`src/rtl/tmr_pair_pkg.sv`:
```
package tmr_pair_pkg;
    localparam int NCH = 2;
    localparam int A_CTRL0  = 0;
    localparam int A_DATA0  = 2;
    localparam int A_CNT0   = 4;
    localparam int A_START  = 6;
    localparam int A_STOP   = 7;
    localparam int A_STATUS = 8;
    localparam int JOIN_BIT = 7;

    typedef enum logic [1:0] {
        SRC_SLOW = 2'd0,
        SRC_FAST = 2'd1,
        SRC_EXT  = 2'd2,
        SRC_RSV  = 2'd3
    } src_e;

    typedef enum logic {
        ST_IDLE  = 1'b0,
        ST_COUNT = 1'b1
    } run_st_e;
endpackage

```
`src/rtl/tmr_prescale.sv`:
```
module tmr_prescale
    import tmr_pair_pkg::*;
#(
    parameter int MAX_EXP = 6,
    parameter int DIV_W   = 3
) (
    input  logic             clk,
    input  logic             rst_n,
    input  logic             slow_i,
    input  logic             fast_i,
    input  logic             ext_i,
    input  src_e             src_sel,
    input  logic [DIV_W-1:0] div_sel,
    input  logic             clr_i,
    output logic             tick_en_o
);
    logic               ext_s1, ext_s2, sel_q, sel_now, tick;
    logic [MAX_EXP-1:0] pre_q, mask;

    always_comb begin
        unique case (src_sel)
            SRC_FAST: sel_now = fast_i;
            SRC_EXT:  sel_now = ext_s2;
            default:  sel_now = slow_i;
        endcase
    end

    always_comb begin
        for (int b = 0; b < MAX_EXP; b++)
            mask[b] = (int'(div_sel) <= MAX_EXP) && (b < int'(div_sel));
    end

    assign tick      = sel_now & ~sel_q;
    assign tick_en_o = tick && ((pre_q & mask) == mask);

    always_ff @(posedge clk) begin
        if (!rst_n) begin
            ext_s1 <= 1'b0;
            ext_s2 <= 1'b0;
            sel_q  <= 1'b0;
            pre_q  <= '0;
        end else begin
            ext_s1 <= ext_i;
            ext_s2 <= ext_s1;
            sel_q  <= sel_now;
            if (clr_i)     pre_q <= '0;
            else if (tick) pre_q <= pre_q + 1'b1;
        end
    end

    // two enables never come back to back, since an edge needs a low sample first
    p_enable_spaced_r3: assert property (@(posedge clk) disable iff (!rst_n)
        tick_en_o |=> !tick_en_o);
endmodule

```
`src/rtl/tmr_run_fsm.sv`:
```
module tmr_run_fsm
    import tmr_pair_pkg::*;
(
    input  logic clk,
    input  logic rst_n,
    input  logic start_i,
    input  logic stop_i,
    output logic run_o
);
    run_st_e state_q, state_nx;

    always_ff @(posedge clk) begin
        if (!rst_n) state_q <= ST_IDLE;
        else        state_q <= state_nx;
    end

    always_comb begin
        state_nx = state_q;
        unique case (state_q)
            ST_IDLE:  if (start_i) state_nx = ST_COUNT;
            ST_COUNT: if (stop_i)  state_nx = ST_IDLE;
        endcase
    end

    always_comb run_o = (state_q == ST_COUNT);

    p_leave_on_stop_r8: assert property (@(posedge clk) disable iff (!rst_n)
        (state_q == ST_COUNT && !stop_i) |=> state_q == ST_COUNT);
    p_enter_on_start_r8: assert property (@(posedge clk) disable iff (!rst_n)
        (state_q == ST_IDLE && !start_i) |=> state_q == ST_IDLE);
endmodule

```
`src/rtl/match_timer_pair.sv`:
```
module match_timer_pair
    import tmr_pair_pkg::*;
#(
    parameter int CW      = 8,
    parameter int AW      = 4,
    parameter int MAX_EXP = 6,
    parameter int DIV_W   = 3
) (
    input  logic           clk,
    input  logic           rst_n,
    input  logic           slow_clk_i,
    input  logic           fast_clk_i,
    input  logic [NCH-1:0] ext_clk_i,
    input  logic           wr_en_i,
    input  logic [AW-1:0]  addr_i,
    input  logic [CW-1:0]  wdata_i,
    output logic [CW-1:0]  rdata_o,
    output logic [NCH-1:0] irq_o
);
    localparam int DW = 2 * CW;

    logic [CW-1:0]  ctrl_q [NCH];
    logic [CW-1:0]  data_q [NCH];
    logic [CW-1:0]  cnt_q  [NCH];
    logic [CW-1:0]  cnt_nx [NCH];
    logic [NCH-1:0] run, tick_en, wr_cnt, start_req, stop_req, irq_q, irq_nx;
    logic           join_w;
    logic [DW-1:0]  c16, d16, n16;
    logic [CW-1:0]  n8;

    assign join_w = ctrl_q[0][JOIN_BIT];

    // register decode; channel 1 strobes are masked while joined
    always_comb begin
        for (int i = 0; i < NCH; i++) begin
            wr_cnt[i]    = wr_en_i && (addr_i == AW'(A_CNT0 + i));
            start_req[i] = wr_en_i && (addr_i == AW'(A_START)) && wdata_i[i] && !(i > 0 && join_w);
            stop_req[i]  = wr_en_i && (addr_i == AW'(A_STOP))  && wdata_i[i] && !(i > 0 && join_w);
        end
    end

    for (genvar g = 0; g < NCH; g++) begin : g_ch
        tmr_run_fsm u_fsm (
            .clk     (clk),
            .rst_n   (rst_n),
            .start_i (start_req[g]),
            .stop_i  (stop_req[g]),
            .run_o   (run[g])
        );
        tmr_prescale #(.MAX_EXP(MAX_EXP), .DIV_W(DIV_W)) u_pre (
            .clk       (clk),
            .rst_n     (rst_n),
            .slow_i    (slow_clk_i),
            .fast_i    (fast_clk_i),
            .ext_i     (ext_clk_i[g]),
            .src_sel   (src_e'(ctrl_q[g][1:0])),
            .div_sel   (ctrl_q[g][DIV_W+1:2]),
            .clr_i     (!run[g]),
            .tick_en_o (tick_en[g])
        );
    end

    // next counter value and match pulse
    always_comb begin
        c16 = {cnt_q[1], cnt_q[0]};
        d16 = {data_q[1], data_q[0]};
        n16 = c16;
        n8  = '0;
        for (int i = 0; i < NCH; i++) begin
            cnt_nx[i] = cnt_q[i];
            irq_nx[i] = 1'b0;
        end
        if (join_w) begin
            if (run[0] && tick_en[0]) begin
                n16       = (c16 == d16) ? '0 : c16 + DW'(1);
                irq_nx[1] = (n16 == d16);
            end
            if (|wr_cnt) begin
                n16       = '0;
                irq_nx[1] = 1'b0;
            end
            cnt_nx[0] = n16[CW-1:0];
            cnt_nx[1] = n16[DW-1:CW];
        end else begin
            for (int i = 0; i < NCH; i++) begin
                if (run[i] && tick_en[i]) begin
                    n8        = (cnt_q[i] == data_q[i]) ? '0 : cnt_q[i] + CW'(1);
                    cnt_nx[i] = n8;
                    irq_nx[i] = (n8 == data_q[i]);
                end
                if (wr_cnt[i]) begin
                    cnt_nx[i] = '0;
                    irq_nx[i] = 1'b0;
                end
            end
        end
    end

    always_ff @(posedge clk) begin
        if (!rst_n) begin
            for (int i = 0; i < NCH; i++) begin
                ctrl_q[i] <= '0;
                data_q[i] <= '0;
                cnt_q[i]  <= '0;
            end
            irq_q <= '0;
        end else begin
            for (int i = 0; i < NCH; i++) begin
                if (wr_en_i && addr_i == AW'(A_CTRL0 + i)) ctrl_q[i] <= wdata_i;
                if (wr_en_i && addr_i == AW'(A_DATA0 + i)) data_q[i] <= wdata_i;
                cnt_q[i] <= cnt_nx[i];
            end
            irq_q <= irq_nx;
        end
    end

    assign irq_o = irq_q;

    always_comb begin
        rdata_o = '0;
        unique case (int'(addr_i))
            A_CTRL0:     rdata_o = ctrl_q[0];
            A_CTRL0 + 1: rdata_o = ctrl_q[1];
            A_DATA0:     rdata_o = data_q[0];
            A_DATA0 + 1: rdata_o = data_q[1];
            A_CNT0:      rdata_o = cnt_q[0];
            A_CNT0 + 1:  rdata_o = cnt_q[1];
            A_STATUS:    rdata_o = {{(CW-NCH){1'b0}}, run};
            default:     rdata_o = '0;
        endcase
    end

    p_clear_r7: assert property (@(posedge clk) disable iff (!rst_n)
        (wr_en_i && addr_i == AW'(A_CNT0)) |=> cnt_q[0] == '0);
    p_clear_join_r7: assert property (@(posedge clk) disable iff (!rst_n)
        (wr_en_i && addr_i == AW'(A_CNT0 + 1) && join_w) |=> (cnt_q[0] == '0 && cnt_q[1] == '0));
    p_hold_stopped_r8: assert property (@(posedge clk) disable iff (!rst_n)
        (!wr_en_i && !join_w && !run[0]) |=> $stable(cnt_q[0]));
    p_low_quiet_r6: assert property (@(posedge clk) disable iff (!rst_n)
        (join_w && $past(join_w)) |-> !irq_o[0]);
    p_pulse_one_r3: assert property (@(posedge clk) disable iff (!rst_n)
        irq_o[1] |=> !irq_o[1]);
    p_start_cause_r8: assert property (@(posedge clk) disable iff (!rst_n)
        $rose(run[0]) |-> $past(wr_en_i && addr_i == AW'(A_START) && wdata_i[0]));
endmodule

```
`config.mk`:
```
export PLATFORM = sky130hd
export DESIGN_NAME = match_timer_pair
export DESIGN_NICKNAME = d
export VERILOG_FILES = /design/src/rtl/tmr_pair_pkg.sv /design/src/rtl/tmr_prescale.sv /design/src/rtl/tmr_run_fsm.sv /design/src/rtl/match_timer_pair.sv
export SDC_FILE = /design/constraint.sdc
export NUM_CORES = 1
export LEC_CHECK = 0
export BUFFER_PORTS_ARGS = -buffer_cell sky130_fd_sc_hd__buf_2
export CAP_MARGIN = 20
export CELL_PAD_IN_SITES_DETAIL_PLACEMENT = 0
export CELL_PAD_IN_SITES_GLOBAL_PLACEMENT = 1
export CORE_MARGIN = 10
export CORE_UTILIZATION = 25
export DETAILED_ROUTE_END_ITERATION = 10
export GPL_TIMING_DRIVEN = 0
export PLACE_DENSITY_LB_ADDON = 0.1
export SLEW_MARGIN = 20
export SYNTH_ARGS = -nofsm -noshare
export SYNTH_HDL_FRONTEND = slang
export SYNTH_HIERARCHICAL = 1
export SYNTH_SLANG_ARGS = --single-unit
```
`constraint.sdc`:
```
create_clock -name clk -period 7.3 [get_ports clk]
set_clock_uncertainty 0.15 [all_clocks]
set_input_delay 1.46 -clock clk [delete_from_list [all_inputs] [get_ports clk]]
set_output_delay 1.46 -clock clk [all_outputs]
set_load 0.1 [all_outputs]
```
### After elaboration in Yosys (flattened, before gate mapping)

Memories as Yosys holds them, arrays and structs flattened.
Cells that the tools add are included.

| storage, ports and cells | value |
|---|---|
| input bits | 19 |
| register bits | 22 |
| memories | 3 |
| RAM bits | 48 |

| cells by class | value |
|---|---|
| add/subtract/negate cells | 5 |
| mux-type cells | 44 |
| equal/unequal tests | 20 |
| reduce and logical (&&, ||, !) cells | 36 |
| bitwise gates (word level) | 16 |
| $lt $le $gt $ge | 14 |

Memories:

| name | depth | width | read ports | clocked after memory_dff | write ports | line | source |
|---|---|---|---|---|---|---|---|
| cnt_q | 2 | 8 | 2 | 0 | 2 | match_timer_pair.sv:24 | `logic [CW-1:0] cnt_q [NCH];` |
| ctrl_q | 2 | 8 | 2 | 0 | 2 | match_timer_pair.sv:22 | `logic [CW-1:0] ctrl_q [NCH];` |
| data_q | 2 | 8 | 2 | 0 | 2 | match_timer_pair.sv:23 | `logic [CW-1:0] data_q [NCH];` |

Operators with widths:

| operator | count |
|---|---|
| 2-to-1 mux 8 bit | 12 |
| 2-to-1 mux 16 bit | 4 |
| one-hot mux 8 bit (7 select lines) | 1 |
| equality test 16 bit | 2 |
| equality test 8 bit | 4 |
| logical AND 1 bit | 30 |
| 2-to-1 mux 1 bit | 23 |
| adder 16 x 1 -> 16 bit, second input constant | 1 |
| adder 8 x 1 -> 8 bit, second input constant | 2 |
| equality test 4 x 3 -> 1 bit, second input constant | 4 |
| adder 6 x 1 -> 6 bit, second input constant | 2 |
| bitwise AND 6 bit | 2 |
| equality test 6 bit | 2 |
| < comparator 1 x 3 -> 1 bit, first input constant | 4 |
| < comparator 2 x 3 -> 1 bit, first input constant | 4 |
| < comparator 3 bit, first input constant | 4 |
| equality test 4 x 2 -> 1 bit, second input constant | 2 |
| one-hot mux 1 bit (2 select lines) | 4 |
| less-or-equal comparator 3 bit, second input constant | 2 |
| NOT 1 bit | 6 |
| OR 1 bit | 6 |
| equality test 2 x 1 -> 1 bit, second input constant | 2 |
| equality test 2 bit, second input constant | 2 |
| equality test 4 x 1 -> 1 bit, second input constant | 1 |
| 7 further kinds | 9 |

### Longest topological paths before layout

Gate-level depths: netlist of run 1.

| depth | value |
|---|---|
| depth in word-level cells | 10 |
| depth in mapped cells | 12 |
| depth with buffers taken out | 11 |

### Modules after synthesis

The synthesis of run 1 kept the hierarchy.

By module, submodules not included:

| module | sequential area each (um2) | cells an instance | times used | area an instance (um2) |
|---|---|---|---|---|
| match_timer_pair | 1,321.3 | 442 | 1 | 3,801.1 |
| tmr_prescale | 180.2 | 51 | 2 | 495.5 |
| tmr_run_fsm | 20.0 | 4 | 2 | 51.3 |

### Worst setup path after synthesis of run 1

OpenSTA, ideal clock, no wires.

| timing path | value |
|---|---|
| path type | input -> output |
| from | input addr_i[0] |
| to | output rdata_o[0] |
| required time | 5.690 ns |
| setup slack | 1.357 ns |
| buffers on the path | 2 |
| arrival | 4.333 ns |
| stages | 4 |
| cells stage by stage | clkbuf_1 clkbuf_1 a31oi_1 o21ai_0 |

| on the way | value |
|---|---|
| cells in the longest elaborated chain, start to end | 2 |
| elaborated cells on any way between the ends | 8 |
| classes of those cells | eq/ne: 6; mux: 1; reduce/logical: 1 |

RTL lines:

| item | line | source |
|---|---|---|
| start, declared | match_timer_pair.sv:15 | `input logic [AW-1:0] addr_i,` |
| equality test 4 bit (tied with other cells) | match_timer_pair.sv:121 | `unique case (int'(addr_i))` |
| one-hot mux 8 bit (7 select lines) * | match_timer_pair.sv:121 |  |
| end, declared | match_timer_pair.sv:17 | `output logic [CW-1:0] rdata_o,` |

Every way passes the cells marked *; elsewhere a longest branch is shown, timed or not.

### Final worst setup path of run 1

| timing path | value |
|---|---|
| from | input addr_i[0] |
| to | output rdata_o[6] |

Same word-level chain as after synthesis.

==> load_flow_metrics.sql, run 1 <==
INSERT INTO impl_metrics (metric_group, metric, value, unit) VALUES
('timing', 'finalSetupViolations', '0', ''),
('floorplan', 'initial_core_util', '25.32', '%'),
('detailed_routing', 'post-route-drc-count', '0', ''),
('power', 'leakagePower', '1.945', 'nW'),
('clocking', 'cts.hold.buffers_added', '0', ''),
('global_route', 'maximum_number_of_pins_on_one_net_before_global_route_repair', '14', ''),
('synth', 'synth-seq-area-share', '35.17', '%'),
('worst_hold_path', 'beginning_of_the_worst_hold_path', 'g_ch[1].u_pre/ext_s1', ''),
('run', 'timing.max_cap.violations', '0', ''),
('layout', 'area_used_by_multi_input_combinational_logic', '2904', 'um2'),
('synth', 'async_reset_ff_share', '0', '%'),
('worst_setup_path', 'launch_point_of_the_worst_reg_to_reg_path', 'data_q[0][10]', ''),
('place', 'port-buffer-count', '28', ''),
('global_route', 'grt-busiest-layer', 'met2', ''),
('status', 'outcome', 'finished, final reports clean', ''),
('worst_setup_path', 'arrival', '3960', 'ps'),
('layout', 'antennaDiodeCount', '0', ''),
('timing', 'grt_setup_unrepaired', 'no', ''),
('global_route', 'grt_use_met1', '17.29', '%'),
('clocking', 'postCtsResizedCells', '0', ''),
('power', 'vdd_ir_drop_max', '0.0001023', 'V'),
('clocking', 'cts-root-buf', 'sky130_fd_sc_hd__clkbuf_16', ''),
('layout', 'num-fill-cells', '2058', ''),
('worst_setup_path', 'timing.critical_path.to_type', 'primary output', ''),
('timing', 'achievable-frequency', '179.4', 'MHz'),
('global_route', 'first_pass_grt_wire_length', '25570', 'um'),
('detailed_routing', 'detail_route.vias_per_cell', '4.875', ''),
('clocking', 'maximum_level_of_the_cts_h_tree', '3', ''),
('timing', 'drv_slew', '0', ''),
('global_route', 'antenna_violations_before_repair', '0', ''),
('place', 'detailedPlacementHpwl', '12840', 'um'),
('synth', 'synth_warnings', '6', ''),
('clocking', 'post_cts_setup_buffers', '0', ''),
('worst_setup_path', 'worst_case_register_to_register_setup_slack', '4100', 'ps'),
('worst_setup_path', 'crit_fanout', '10', ''),
('global_route', 'globalRouteTotalUtil', '12.76', '%'),
('synth', 'mappedNetlistNets', '579', ''),
('worst_setup_path', 'required', '5690', 'ps'),
('detailed_routing', 'first_iter_violations', '273', ''),
('detailed_routing', 'wl_per_cell', '18.82', 'um'),
('floorplan', 'die-width', '159.9', 'um'),
('timing', 'min_period', '5573', 'ps'),
('detailed_routing', 'dr_total_vias', '4207', ''),
('synth', 'synth-seq-cells', '70', ''),
('timing', 'max_slew.worst_pin.slew', '1070', 'ps'),
('detailed_routing', 'detail_route.wirelength', '16240', 'um'),
('global_route', 'grt_overflow', '0', ''),
('global_route', 'via_count_of_the_first_global_routing_pass', '4348', ''),
('floorplan', 'core', '19330', 'um2'),
('layout', 'num-nets-final', '620', ''),
('floorplan', 'design.die.area', '25580', 'um2'),
('layout', 'drive_above_1_share', '14.21', '%'),
('place', 'gpl.final_weighted_congestion', '0.8201', ''),
('worst_setup_path', 'cp-startpoint', 'addr_i[0]', ''),
('floorplan', 'floorplan.rows', '51', ''),
('synth', 'synth-edff-count', '32', ''),
('clocking', 'worstSkewPairLatency', '340', 'ps'),
('worst_setup_path', 'ws_path_type', 'primary input to primary output', ''),
('timing', 'hold_viol_final', '0', ''),
('clocking', 'cts-buffers-inserted', '9', ''),
('floorplan', 'die_height', '159.9', 'um'),
('timing', 'min_period_over_period', '76.34', '%'),
('layout', 'sequential_cell_area', '1722', 'um2'),
('clocking', 'clock_tree_from_tritoncts', 'yes', ''),
('global_route', 'use_met3', '2.288', '%'),
('global_route', 'groute.layer.met2.usage', '20.22', '%'),
('clocking', 'clock_sink_count', '70', ''),
('worst_hold_path', 'hold_class', 'flop to flop', ''),
('layout', 'final_core_area_utilization', '29.42', '%'),
('synth', 'mappedNetlistArea', '4895', 'um2'),
('timing', 'worst_slew_margin_rel', '28.10', '%'),
('detailed_routing', 'postRouteAntennaNets', '0', ''),
('synth', 'synthesis.area_per_instance', '8.867', 'um2'),
('timing', 'final.setup.tns', '0', 'ps'),
('floorplan', 'num_io_pins', '29', ''),
('clocking', 'clock_tree.buffer_depth', '2', ''),
('synth', 'synth_cell_types', '68', ''),
('layout', 'area.growth.synth_to_final', '16.21', '%'),
('synth', 'synthCells', '552', ''),
('power', 'power-per-cell-area', '184.9', 'nW/um2'),
('synth', 'ys.flop_type', 'sky130_fd_sc_hd__dfxtp_1', ''),
('detailed_routing', 'detailedRoute.firstPassIterationCount', '4', ''),
('clocking', 'clk_transition_reported_paths', '60', 'ps'),
('worst_setup_path', 'timing.critical_path.from_type', 'primary input', '');
## kinds of logic (layout without fill, tap and decap cells)
family | Yosys count | after routing | share of synthesized area, %
AOI/OAI and AO/OA | 108 | 108 | 16.08
xor gates and xnor gates | 60 | 60 | 10.74
adders and majority gates | 8 | 8 | 2.045
buffers and inverters | 61 | 107 | 5.598
DFF | 70 | 70 | 35.17
muxes | 12 | 12 | 3.579
and+or+nand+nor | 233 | 233 | 26.79
## placed cells by master (no fill, tap or decap), types with 5 or more instances in the layout
cell,n
sky130_fd_sc_hd__a31oi_1,9
sky130_fd_sc_hd__nor3b_1,8
sky130_fd_sc_hd__nor3_1,26
sky130_fd_sc_hd__nor2_1,54
sky130_fd_sc_hd__nand3b_1,5
sky130_fd_sc_hd__clkbuf_1,27
sky130_fd_sc_hd__xor2_1,19
sky130_fd_sc_hd__xnor2_1,41
sky130_fd_sc_hd__nor4_1,6
sky130_fd_sc_hd__a211oi_1,8
sky130_fd_sc_hd__dfxtp_1,38
sky130_fd_sc_hd__mux2i_1,7
sky130_fd_sc_hd__nand2_1,29
sky130_fd_sc_hd__inv_1,21
sky130_fd_sc_hd__o32ai_1,5
sky130_fd_sc_hd__o21ai_0,16
sky130_fd_sc_hd__nand3_1,17
sky130_fd_sc_hd__and2_1,21
sky130_fd_sc_hd__clkbuf_16,9
sky130_fd_sc_hd__nand4_1,9
sky130_fd_sc_hd__buf_2,31
sky130_fd_sc_hd__ha_1,8
sky130_fd_sc_hd__edfxtp_1,32
sky130_fd_sc_hd__a21oi_1,31
sky130_fd_sc_hd__nand2b_1,22
## where the power goes
part	leakage [nW]	switching, mW	internal (mW)
registers	0.614	0.0173	0.425
clock network	0.142	0.183	0.274
logic	1.19	0.100	0.0519
## final timing paths
kind,cells after the start,end
setup / recovery,7,rdata_o[6]
hold / removal,1,g_ch[1].u_pre/ext_s2
setup reg to reg,9,cnt_q[0][2]
hold reg to reg,1,g_ch[1].u_pre/ext_s2
## state kept, by name, summed over array words and instances (netlist names)
name / cells
g_ch.u_pre/pre_q: 12
g_ch.u_fsm/run_o: 2
g_ch.u_pre/sel_q: 2
g_ch.u_pre/ext_s1: 2
ctrl_q: 16
irq_o: 2
cnt_q: 16
data_q: 16
g_ch.u_pre/ext_s2: 2
## cells in the mapped netlist (3+ instances only)
master,n,area share [%]
sky130_fd_sc_hd__buf_6,4,0.92
sky130_fd_sc_hd__nand3b_1,5,0.77
sky130_fd_sc_hd__o32ai_1,5,0.89
sky130_fd_sc_hd__edfxtp_1,32,20
sky130_fd_sc_hd__a211oi_1,8,1.2
sky130_fd_sc_hd__o21ai_0,17,1.7
sky130_fd_sc_hd__a21oi_1,31,3.2
sky130_fd_sc_hd__nor3_1,26,2.7
sky130_fd_sc_hd__nand2b_1,22,2.8
sky130_fd_sc_hd__nor2b_1,3,0.38
sky130_fd_sc_hd__clkbuf_1,26,2.0
sky130_fd_sc_hd__or3_1,3,0.38
sky130_fd_sc_hd__o22a_1,3,0.54
sky130_fd_sc_hd__mux2i_1,7,1.4
sky130_fd_sc_hd__o221a_2,3,0.69
sky130_fd_sc_hd__xnor2_1,41,7.3
sky130_fd_sc_hd__dfxtp_1,38,16
sky130_fd_sc_hd__a222oi_1,4,0.82
sky130_fd_sc_hd__nand3_1,17,1.7
sky130_fd_sc_hd__o22ai_1,4,0.51
sky130_fd_sc_hd__and2_1,21,2.7
sky130_fd_sc_hd__mux4_2,3,1.4
sky130_fd_sc_hd__nand4b_1,4,0.72
sky130_fd_sc_hd__nor4b_1,3,0.54
sky130_fd_sc_hd__ha_1,8,2.0
sky130_fd_sc_hd__a31oi_1,9,1.2
sky130_fd_sc_hd__xor2_1,19,3.4
sky130_fd_sc_hd__nand4_1,9,1.2
sky130_fd_sc_hd__or2_2,3,0.38
sky130_fd_sc_hd__nor2_1,54,4.1
sky130_fd_sc_hd__buf_1,4,0.31
sky130_fd_sc_hd__buf_2,3,0.31
sky130_fd_sc_hd__inv_1,21,1.6
sky130_fd_sc_hd__nor3b_1,8,1.2
sky130_fd_sc_hd__nand2_1,29,2.2
sky130_fd_sc_hd__o31ai_1,3,0.46
sky130_fd_sc_hd__nor4_1,6,0.77
## layout make-up
| class | instances | share of cell area, % |
|---|---|---|
| inverter | 21 | 1.386 |
| sequential | 70 | 30.27 |
| timing repair buffer | 30 | 2.728 |
| buffer | 40 | 3.432 |
| clock buffer | 11 | 4.267 |
| tap | 265 | 5.829 |
| multi-input combinational | 421 | 51.06 |
| clock inverter | 5 | 1.034 |
## layer usage
| layer | routed length [um] | part of all wire, % |
|---|---|---|
| met1 | 8009 | 49 |
| met3 | 631 | 3.9 |
| met4 | 211 | 1.3 |
| met2 | 7387 | 45 |
| met5 | 0 | 0 |
## metrics by stage
stage	instance area [um2]	total power, mW	setup slack, ps	std cells	hold slack (ps)
after floorplan	4895	0.5531	1357	552	261.8
after global placement	5366	0.6021	1685	845	267.3
after detailed placement	5386	0.6033	1716	847	272.2
after CTS	5688	1.065	1723	863	287.7
after global routing	5688	1.097	1495	863	296.6
final	5688	1.052	1727	863	285.3
## worst max-delay path, stage by stage
cell and delay (ps):
sky130_fd_sc_hd__buf_2 100, sky130_fd_sc_hd__clkbuf_1 470, sky130_fd_sc_hd__nand2_1 200, sky130_fd_sc_hd__nor3_1 850, sky130_fd_sc_hd__a222oi_1 340, sky130_fd_sc_hd__inv_1 120, sky130_fd_sc_hd__buf_2 430
Power figures use the tool's default switching activity.
==> inputs of run 2 (changes only) <==
==> constraint.sdc (replaced) <==
create_clock -name clk -period 5 [get_ports clk]
set_clock_uncertainty 0.15 [all_clocks]
set_input_delay 1 -clock clk [delete_from_list [all_inputs] [get_ports clk]]
set_output_delay 1 -clock clk [all_outputs]
set_load 0.1 [all_outputs]
==> run 2 against run 1 <==
  * Cell count did not move
  * Clock-buffer cell count decreased by 1
  * Sequential share of layout area increased by 0.15 points
  * Setup slack worse by 1500 ps
  * Core utilization shrank 0.15 points
  * Global-route usage fell by 0.18 points
  * Critical path type unchanged
  * Critical endpoint is now rdata_o[4]
==> load_flow_metrics.sql, run 2 (synthesis results as in run 1) <==
INSERT INTO impl_metrics (metric_group, metric, value, unit) VALUES
('worst_setup_path', 'arrival', '3580', 'ps'),
('detailed_routing', 'detail_route.vias_per_cell', '4.892', ''),
('global_route', 'grt_overflow', '0', ''),
('layout', 'antennaDiodeCount', '0', ''),
('worst_setup_path', 'ws_path_type', 'primary input to primary output', ''),
('floorplan', 'initial_core_util', '25.32', '%'),
('worst_setup_path', 'timing.critical_path.to_type', 'primary output', ''),
('global_route', 'maximum_number_of_pins_on_one_net_before_global_route_repair', '14', ''),
('timing', 'finalSetupViolations', '0', ''),
('floorplan', 'design.die.area', '25580', 'um2'),
('clocking', 'maximum_level_of_the_cts_h_tree', '3', ''),
('clocking', 'cts-root-buf', 'sky130_fd_sc_hd__clkbuf_16', ''),
('power', 'power-per-cell-area', '259.7', 'nW/um2'),
('layout', 'layout.cells.most_common', 'sky130_fd_sc_hd__nor2_1', ''),
('layout', 'biggestRegsByFlops', 'cnt_q: 16 flops, ctrl_q: 16 flops, data_q: 16 flops', ''),
('detailed_routing', 'first_iter_violations', '296', ''),
('run', 'timing.max_cap.violations', '0', ''),
('detailed_routing', 'detail_route.wirelength', '16330', 'um'),
('layout', 'area_used_by_multi_input_combinational_logic', '2909', 'um2'),
('place', 'port-buffer-count', '28', ''),
('timing', 'hold_viol_final', '0', ''),
('layout', 'num-nets-final', '620', ''),
('layout', 'sequential_cell_area', '1722', 'um2'),
('global_route', 'via_count_of_the_first_global_routing_pass', '4135', ''),
('worst_setup_path', 'launch_point_of_the_worst_reg_to_reg_path', 'data_q[0][10]', ''),
('clocking', 'cts.hold.buffers_added', '0', ''),
('timing', 'min_period_over_period', '94.59', '%'),
('layout', 'area.growth.synth_to_final', '15.62', '%'),
('clocking', 'clk_transition_reported_paths', '60', 'ps'),
('detailed_routing', 'post-route-drc-count', '0', ''),
('power', 'leakagePower', '1.923', 'nW'),
('detailed_routing', 'postRouteAntennaNets', '0', ''),
('worst_setup_path', 'cp-startpoint', 'addr_i[0]', ''),
('place', 'detailedPlacementHpwl', '12870', 'um'),
('clocking', 'worstSkewPairLatency', '350', 'ps'),
('timing', 'achievable-frequency', '211.4', 'MHz'),
('place', 'gpl.final_weighted_congestion', '0.8158', ''),
('floorplan', 'floorplan.rows', '51', ''),
('timing', 'worst_slew_margin_rel', '24.70', '%'),
('clocking', 'postCtsResizedCells', '0', ''),
('floorplan', 'num_io_pins', '29', ''),
('worst_setup_path', 'crit_fanout', '10', ''),
('timing', 'max_slew.worst_pin.slew', '1121', 'ps'),
('floorplan', 'die-width', '159.9', 'um'),
('timing', 'grt_setup_unrepaired', 'no', ''),
('worst_setup_path', 'timing.critical_path.from_type', 'primary input', ''),
('clocking', 'cts-buffers-inserted', '9', ''),
('worst_setup_path', 'required', '3850', 'ps'),
('global_route', 'first_pass_grt_wire_length', '24960', 'um'),
('layout', 'num-fill-cells', '2061', ''),
('floorplan', 'core', '19330', 'um2'),
('detailed_routing', 'dr_total_vias', '4222', ''),
('layout', 'layout_common_cells', 'sky130_fd_sc_hd__nor2_1, sky130_fd_sc_hd__xnor2_1, sky130_fd_sc_hd__dfxtp_1, sky130_fd_sc_hd__edfxtp_1', ''),
('worst_hold_path', 'hold_class', 'flop to flop', ''),
('timing', 'final.setup.tns', '0', 'ps'),
('worst_hold_path', 'beginning_of_the_worst_hold_path', 'g_ch[1].u_pre/ext_s1', ''),
('global_route', 'globalRouteTotalUtil', '12.59', '%'),
('global_route', 'antenna_violations_before_repair', '0', ''),
('detailed_routing', 'wl_per_cell', '18.93', 'um'),
('layout', 'drive_above_1_share', '14.21', '%'),
('floorplan', 'die_height', '159.9', 'um'),
('clocking', 'clock_tree_from_tritoncts', 'yes', ''),
('power', 'vdd_ir_drop_max', '0.0001763', 'V'),
('timing', 'min_period', '4730', 'ps'),
('clocking', 'clock_tree.buffer_depth', '2', ''),
('clocking', 'post_cts_setup_buffers', '0', ''),
('clocking', 'clock_sink_count', '70', ''),
('timing', 'drv_slew', '0', ''),
('place', 'placed_area', '5386', 'um2'),
('layout', 'finish.instance_area', '5659', 'um2'),
('status', 'outcome', 'finished, final reports clean', ''),
('detailed_routing', 'detailedRoute.firstPassIterationCount', '6', '');
-- run 2: worst paths after layout --
| path | cells past startpoint | slack, ps | to |
|---|---|---|---|
| worst min register to register | 1 | 280 | g_ch[1].u_pre/ext_s2 |
| worst max-delay path | 7 | 270 | rdata_o[4] |
| worst min-delay path | 1 | 280 | g_ch[1].u_pre/ext_s2 |
| worst max register to register | 9 | 1720 | cnt_q[0][2] |
-- run 2: cell type report --
class,instances,area share [%]
tap,265,5.859
inverter,21,1.393
clock buffer,10,4.046
buffer,40,3.449
clock inverter,6,0.6854
sequential,70,30.42
timing repair buffer,30,2.742
multi-input combinational,421,51.40
-- run 2: power breakdown --
part	internal, mW	switching [mW]
Combinational	0.0758	0.147
Clock	0.333	0.269
Sequential	0.620	0.0249
-- run 2: metal layers --
layer  part of all wire, %  up-vias  routed length, um  global-route usage (%)
li1                      -     2072                  -                       -
met1                    50     2046               8124                   17.33
met2                    45       87               7373                   19.84
met3                   3.7       17                599                   2.082
met4                   1.4        0                234                   3.422
met5                     0        -                  0                       0
-- run 2: critical path: stages --
cell	delay (ps)
sky130_fd_sc_hd__buf_2	90
sky130_fd_sc_hd__clkbuf_1	490
sky130_fd_sc_hd__nand2_1	200
sky130_fd_sc_hd__nor3_1	890
sky130_fd_sc_hd__a222oi_1	360
sky130_fd_sc_hd__inv_1	110
sky130_fd_sc_hd__buf_2	430
-- run 2: per-stage QoR --
stage	power [mW]	utilization (%)	setup slack [ps]	std cells	hold slack [ps]
after floorplan	0.8077	-	727.8	552	261.8
after global placement	0.8790	27.76	312.6	845	267.4
after global routing	1.527	29.27	133.3	863	294.7
after detailed placement	0.8807	27.86	287.4	847	271.4
after CTS	1.485	29.24	274.9	863	287.4
final	1.470	29.27	270.5	863	281.6
